--- src/rtl/rat_pkg.sv ---
package rat_pkg;
    typedef enum logic [1:0] {
        SRC_REGFILE = 2'd0,
        SRC_PENDING = 2'd1,
        SRC_INBUF   = 2'd2
    } src_kind_e;
endpackage

--- src/rtl/rat_entry_next.sv ---
module rat_entry_next #(
    parameter int TAG_W  = 4,
    parameter int IDX_W  = 3,
    parameter int MY_IDX = 0
) (
    input  logic             clk,
    input  logic             rst_n,
    input  logic [TAG_W-1:0] cur_tag,
    input  logic             cur_rdy,
    input  logic             flush,
    input  logic             disp_en,
    input  logic [IDX_W-1:0] disp_dst,
    input  logic [TAG_W-1:0] disp_tag,
    input  logic             cmpl_en,
    input  logic [TAG_W-1:0] cmpl_tag,
    input  logic             ret_en,
    input  logic [TAG_W-1:0] ret_tag,
    output logic [TAG_W-1:0] nxt_tag,
    output logic             nxt_rdy
);
    localparam logic [IDX_W-1:0] SELF = IDX_W'(MY_IDX);

    logic hit_disp, hit_cmpl, hit_ret, live;

    always_comb begin
        live     = (cur_tag != '0);
        hit_disp = disp_en && (disp_dst == SELF);
        hit_cmpl = cmpl_en && live && (cmpl_tag == cur_tag);
        hit_ret  = ret_en && live && (ret_tag == cur_tag);
        nxt_tag  = cur_tag;
        nxt_rdy  = cur_rdy;
        if (flush) begin
            nxt_tag = '0;
            nxt_rdy = 1'b0;
        end else if (hit_disp) begin
            nxt_tag = disp_tag;
            nxt_rdy = 1'b0;
        end else if (hit_ret) begin
            nxt_tag = '0;
            nxt_rdy = 1'b0;
        end else if (hit_cmpl) begin
            nxt_rdy = 1'b1;
        end
    end

    // a retire that names this entry's live tag empties it on the next cycle
    a_r6_retire_clears: assert property (@(posedge clk) disable iff (!rst_n)
        (ret_en && live && ret_tag == cur_tag && !flush && !hit_disp) |=> (cur_tag == '0));

    // an untouched entry keeps its ready bit when the completing tag differs
    a_r4_stale_cmpl: assert property (@(posedge clk) disable iff (!rst_n)
        (!flush && !hit_disp && !hit_ret && !(cmpl_en && cmpl_tag == cur_tag))
        |=> $stable(cur_rdy));
endmodule

--- src/rtl/rat_src_lookup.sv ---
module rat_src_lookup
    import rat_pkg::*;
#(
    parameter int NUM_ARCH = 8,
    parameter int TAG_W    = 4,
    parameter int IDX_W    = 3
) (
    input  logic                      clk,
    input  logic                      rst_n,
    input  logic [NUM_ARCH*TAG_W-1:0] tags_flat,
    input  logic [NUM_ARCH-1:0]       rdys,
    input  logic [IDX_W-1:0]          sel,
    input  logic                      cmpl_en,
    input  logic [TAG_W-1:0]          cmpl_tag,
    output logic [1:0]                kind,
    output logic [TAG_W-1:0]          tag
);
    logic [TAG_W-1:0] ent_tag;
    logic             ent_rdy;
    logic             bypass;

    always_comb begin
        ent_tag = tags_flat[sel*TAG_W +: TAG_W];
        ent_rdy = rdys[sel];
        bypass  = cmpl_en && (cmpl_tag == ent_tag);
        tag     = ent_tag;
        if (ent_tag == '0)
            kind = SRC_REGFILE;
        else if (ent_rdy || bypass)
            kind = SRC_INBUF;
        else
            kind = SRC_PENDING;
    end

    // a non-regfile answer always carries a nonzero tag, and kind 3 never appears
    a_r1_kind_tag: assert property (@(posedge clk) disable iff (!rst_n)
        (kind != SRC_REGFILE) |-> (tag != '0));
    a_r1_kind_legal: assert property (@(posedge clk) disable iff (!rst_n)
        kind != 2'd3);
    // the completing tag is never reported as still pending
    a_r5_bypass: assert property (@(posedge clk) disable iff (!rst_n)
        (cmpl_en && tag == cmpl_tag && tag != '0) |-> (kind == SRC_INBUF));
endmodule

--- src/rtl/rat_ready_table.sv ---
module rat_ready_table
    import rat_pkg::*;
#(
    parameter int NUM_ARCH = 8,
    parameter int TAG_W    = 4,
    localparam int IDX_W   = $clog2(NUM_ARCH)
) (
    input  logic             clk,
    input  logic             rst_n,
    input  logic             flush,
    input  logic             disp_en,
    input  logic [IDX_W-1:0] disp_dst,
    input  logic [TAG_W-1:0] disp_tag,
    input  logic [IDX_W-1:0] src0_reg,
    input  logic [IDX_W-1:0] src1_reg,
    output logic [1:0]       src0_kind,
    output logic [TAG_W-1:0] src0_tag,
    output logic [1:0]       src1_kind,
    output logic [TAG_W-1:0] src1_tag,
    input  logic             cmpl_en,
    input  logic [TAG_W-1:0] cmpl_tag,
    input  logic             ret_en,
    input  logic [TAG_W-1:0] ret_tag
);
    typedef struct packed {
        logic [NUM_ARCH*TAG_W-1:0] tags;
        logic [NUM_ARCH-1:0]       rdys;
    } table_t;

    table_t table_d, table_q;
    logic [NUM_ARCH*TAG_W-1:0] nxt_tags;
    logic [NUM_ARCH-1:0]       nxt_rdys;

    for (genvar i = 0; i < NUM_ARCH; i++) begin : g_ent
        rat_entry_next #(.TAG_W(TAG_W), .IDX_W(IDX_W), .MY_IDX(i)) u_ent (
            .clk      (clk),
            .rst_n    (rst_n),
            .cur_tag  (table_q.tags[i*TAG_W +: TAG_W]),
            .cur_rdy  (table_q.rdys[i]),
            .flush    (flush),
            .disp_en  (disp_en),
            .disp_dst (disp_dst),
            .disp_tag (disp_tag),
            .cmpl_en  (cmpl_en),
            .cmpl_tag (cmpl_tag),
            .ret_en   (ret_en),
            .ret_tag  (ret_tag),
            .nxt_tag  (nxt_tags[i*TAG_W +: TAG_W]),
            .nxt_rdy  (nxt_rdys[i])
        );
    end

    always_comb begin
        table_d.tags = nxt_tags;
        table_d.rdys = nxt_rdys;
    end

    always_ff @(posedge clk) begin
        if (!rst_n) table_q <= '0;
        else        table_q <= table_d;
    end

    rat_src_lookup #(.NUM_ARCH(NUM_ARCH), .TAG_W(TAG_W), .IDX_W(IDX_W)) u_rd0 (
        .clk(clk), .rst_n(rst_n),
        .tags_flat(table_q.tags), .rdys(table_q.rdys), .sel(src0_reg),
        .cmpl_en(cmpl_en), .cmpl_tag(cmpl_tag),
        .kind(src0_kind), .tag(src0_tag)
    );

    rat_src_lookup #(.NUM_ARCH(NUM_ARCH), .TAG_W(TAG_W), .IDX_W(IDX_W)) u_rd1 (
        .clk(clk), .rst_n(rst_n),
        .tags_flat(table_q.tags), .rdys(table_q.rdys), .sel(src1_reg),
        .cmpl_en(cmpl_en), .cmpl_tag(cmpl_tag),
        .kind(src1_kind), .tag(src1_tag)
    );

    // a dispatch lands with its tag and a cleared ready bit, whatever else hits that entry
    a_r2_disp_write: assert property (@(posedge clk) disable iff (!rst_n)
        (disp_en && !flush) |=>
        (table_q.tags[$past(disp_dst)*TAG_W +: TAG_W] == $past(disp_tag)
         && !table_q.rdys[$past(disp_dst)]));
    // after a flush both lookups answer from the register file
    a_r7_flush_clears: assert property (@(posedge clk) disable iff (!rst_n)
        flush |=> (src0_kind == SRC_REGFILE && src1_kind == SRC_REGFILE));
endmodule

--- config.mk ---
export PLATFORM = sky130hd
export DESIGN_NAME = rat_ready_table
export DESIGN_NICKNAME = d
export VERILOG_FILES = /design/src/rtl/rat_pkg.sv /design/src/rtl/rat_entry_next.sv /design/src/rtl/rat_src_lookup.sv /design/src/rtl/rat_ready_table.sv
export SDC_FILE = /design/constraint.sdc
export NUM_CORES = 1
export LEC_CHECK = 0
export ABC_CLOCK_PERIOD_IN_PS = 4400
export BUFFER_PORTS_ARGS = -buffer_cell sky130_fd_sc_hd__buf_2
export CORE_ASPECT_RATIO = 1.5
export CORE_MARGIN = 2
export CORE_UTILIZATION = 42
export CTS_BUF_LIST = sky130_fd_sc_hd__clkbuf_8
export CTS_CLUSTER_DIAMETER = 80
export DETAILED_ROUTE_END_ITERATION = 7
export PLACE_DENSITY_LB_ADDON = 0.05
export SYNTH_ARGS = -nofsm -noshare
export SYNTH_HDL_FRONTEND = slang
export SYNTH_SLANG_ARGS = --single-unit
--- constraint.sdc ---
create_clock -name clk -period 4.4 [get_ports clk]
set_input_delay 1.1 -clock clk [delete_from_list [all_inputs] [get_ports clk]]
set_output_delay 1.1 -clock clk [all_outputs]
set_load 0.02 [all_outputs]
==> metrics.cfg <==
[power]
overall_power_mw = 0.788
intPower_mw = 0.583
p_leak_nw = 1.20
clockPowerShare_pct = 37.3
pwr-share-comb_pct = 15.6
p_seq_share_pct = 47.0
switching_share_pct = 26.0
power-per-cell-area_nw_per_um2 = 237
power.switching_mw = 0.205
power.ir.vdd_worst_mv = 0.172

[die]
core_area_um2 = 7180
die_h_um = 109
initial_core_util_pct = 43.0
pin_count = 39
num_rows = 38
chipWidth_um = 74.0
design.die.area_um2 = 8070

[global_route]
grtUsageTotal_pct = 24.6
grt_remaining_overflow = 0
pin_count_of_the_biggest_net_entering_global_routing = 16
grt_antenna_before_repair = 0
grt_first_pass_wirelength_um = 14200
first_global_vias = 2544

[timing]
final_ws_setup_ns = 0.102
report.final.hold_viol_count = 0
final_period_demand_of_the_worst_path_ns = 4.30
worst-slew-pin-transition_ns = 0.697
fin_hold_ws_ns = 0.495
timing.clock.skew_ns = 0.0105
max_slew_margin_pct = 53.1
fin_tns_setup_ns = 0
fmax_mhz = 233
setup_viol_count_final = 0
final_min_period_over_clock_period_pct = 97.7
unrepaired_setup_endpoints_after_global_routing = false
maxSlewViolCount = 0

[yosys]
synth_enable_flop_cells = 0
synthesis.area_per_instance_um2 = 9.87
synth_sequential_area_ratio_pct = 25.9
synth.cell_area_um2 = 3090
synth_ff_type = dfxtp_1
synth.ff_latch_count = 40
yosysWarnings = 0
synth_cells = 313
async_reset_ff_share_pct = 0
postSynthNetCount = 340
synthDistinctLibCells = 32

[clocking]
post-cts-setup-buffers = 0
cts_hold_repair.buffers = 0
total_cts_buffers = 5
postCtsResizedCells = 0
cts_tree = done
clk_latency_ns = 0.30
cts_buffer_depth = 2
cts-root-buf = clkbuf_8
htreeDepth = 2
numClockSinks = 40
clkSlewWorstSetupHoldPaths_ns = 0.07

[route]
wirelength_um = 9250
routedWlPerCell_um = 21.4
detail-route-antenna-nets = 0
number_of_drc_violations_after_detailed_routing = 0
detail_route.first_pass.iterations = 4
number_of_vias_in_the_routed_layout = 2605
first_iter_violations = 153
via_per_inst = 6.02

[placement]
dp_worst_setup_slack_ns = 0.106
routabilityCongestion = 0.855
placed_instances = 425
dpl_cell_area_um2 = 3220
dpl.hpwl_um = 6910
io_buffers = 38

[setup_path]
cp_data_required_time_ns = 3.30
crit-reg2reg-capture = table_q[10]
worstRegToRegCells = 5
endpoint_kind = output port
r2r_setup_slack_ns = 2.71
crit_path_start_kind = input port
timing.rr.start = table_q[8]
crit_arrival_ns = 3.20
worstPathMaxFanout = 9
classification_of_the_worst_setup_path = input port to output port

[job]
drv.max_cap_violation_count = 0

[worst_hold_path]
whs_endpoint = table_q[2]
min_delay_path_depth = 1
hold_class = flop to flop
worstHoldStart = table_q[2]

[finish]
synthToLayoutAreaGrowth_pct = 7.74
final_design_area_no_fill_um2 = 3330
layout.core_utilization_pct = 46.3
final_layout_size_suffix_gt1_share_pct = 22.5
largest_reg_flops = 40
register_with_the_highest_flop_count = table_q
n_antenna_cell = 0
fin_nets = 359
layout.cells.non_filler = 433
reg_top3 = table_q x40

[outcome]
outcome = finished, final reports clean

-- synthesized netlist by cell type, types with 2 or more instances --
cell type / count / area [µm²]
a21oi_1: 16 / 80.1
a22o_1: 32 / 280
and2_1: 4 / 25.0
buf_1: 6 / 22.5
buf_2: 2 / 10.0
buf_4: 2 / 15.0
buf_6: 2 / 22.5
buf_8: 2 / 30.0
clkbuf_1: 11 / 41.3
clkbuf_8: 4 / 55.1
dfxtp_1: 40 / 801
mux2_2: 6 / 67.6
mux2_4: 4 / 60.1
mux2i_1: 2 / 20.0
mux4_1: 8 / 210
mux4_2: 12 / 270
nand2_1: 12 / 45.0
nand2b_1: 5 / 31.3
nand4_1: 16 / 100
nor2_1: 16 / 60.1
nor2b_4: 2 / 27.5
nor3_1: 31 / 155
nor4_1: 2 / 12.5
o21a_1: 8 / 60.1
o41a_1: 2 / 22.5
or3_1: 8 / 50.1
xnor2_1: 48 / 420
xor2_1: 6 / 52.6
-- worst max-delay path by stage --
| stage | startpoint | to | slack, ns | cells past startpoint |
|---|---|---|---|---|
| after global routing | src0_reg[2] | src0_kind[0] | 0.008 | 7 |
| after detailed placement | src0_reg[2] | src0_kind[0] | 0.11 | 7 |
| after CTS | src0_reg[2] | src0_kind[0] | 0.11 | 7 |
| after floorplan | src1_reg[0] | src1_kind[1] | 0.23 | 6 |
| after global placement | src0_reg[2] | src0_kind[0] | 0.14 | 7 |
| final | src0_reg[2] | src0_kind[0] | 0.10 | 7 |
-- kinds of logic after synthesis --
family                 count (synthesis)  share of synthesized area, %
flip-flops                            40                          25.9
AND/OR/NAND/NOR                       98                          16.9
XOR/XNOR                              54                          15.3
buffers and inverters                 31                          7.17
AO/OA/AOI/OAI                         58                          14.3
multiplexers                          32                          20.3
-- power by group through the flow --
stage / Combinational [mW] / Clock (mW) / Sequential [mW]
floorplan: 0.0976 / 0 / 0.375
global placement: 0.123 / 0 / 0.379
detailed placement: 0.124 / 0 / 0.379
CTS: 0.124 / 0.303 / 0.371
global route: 0.134 / 0.316 / 0.371
finish: 0.123 / 0.294 / 0.371
-- area by class of cell --
type | instances | area [µm²]
Sequential cell | 40 | 801
Clock buffer | 5 | 68.8
Clock inverter | 3 | 38.8
Tap cell | 100 | 125
Timing Repair Buffer | 43 | 228
Multi-Input combinational cell | 242 | 2070
Fill cell | 717 | 3850
-- placed cells by master (no fill, tap or decap), types with 8 or more instances in the layout --
cell type,n
dfxtp_1,40
mux4_2,12
nand4_1,16
nor3_1,31
or3_1,8
mux4_1,8
nand2_1,12
nor2_1,16
a21oi_1,16
a22o_1,32
xnor2_1,48
o21a_1,8
buf_2,38
-- worst max-delay path, cell delays in order --
cell,delay (ns)
buf_2,0.24
mux4_2,0.53
mux2_4,0.30
mux2_4,0.29
o41a_1,0.45
nor2b_4,0.13
buf_2,0.15
-- per-layer routing --
metal / track usage, % / vias up / share of wire, %
met5: 0 / - / 0
met4: 14.8 / 0 / 5.0
met3: 3.33 / 28 / 5.7
met2: 42.0 / 108 / 50
met1: 28.4 / 1261 / 39
li1: - / 1208 / -
Power figures use the tool's default switching activity.
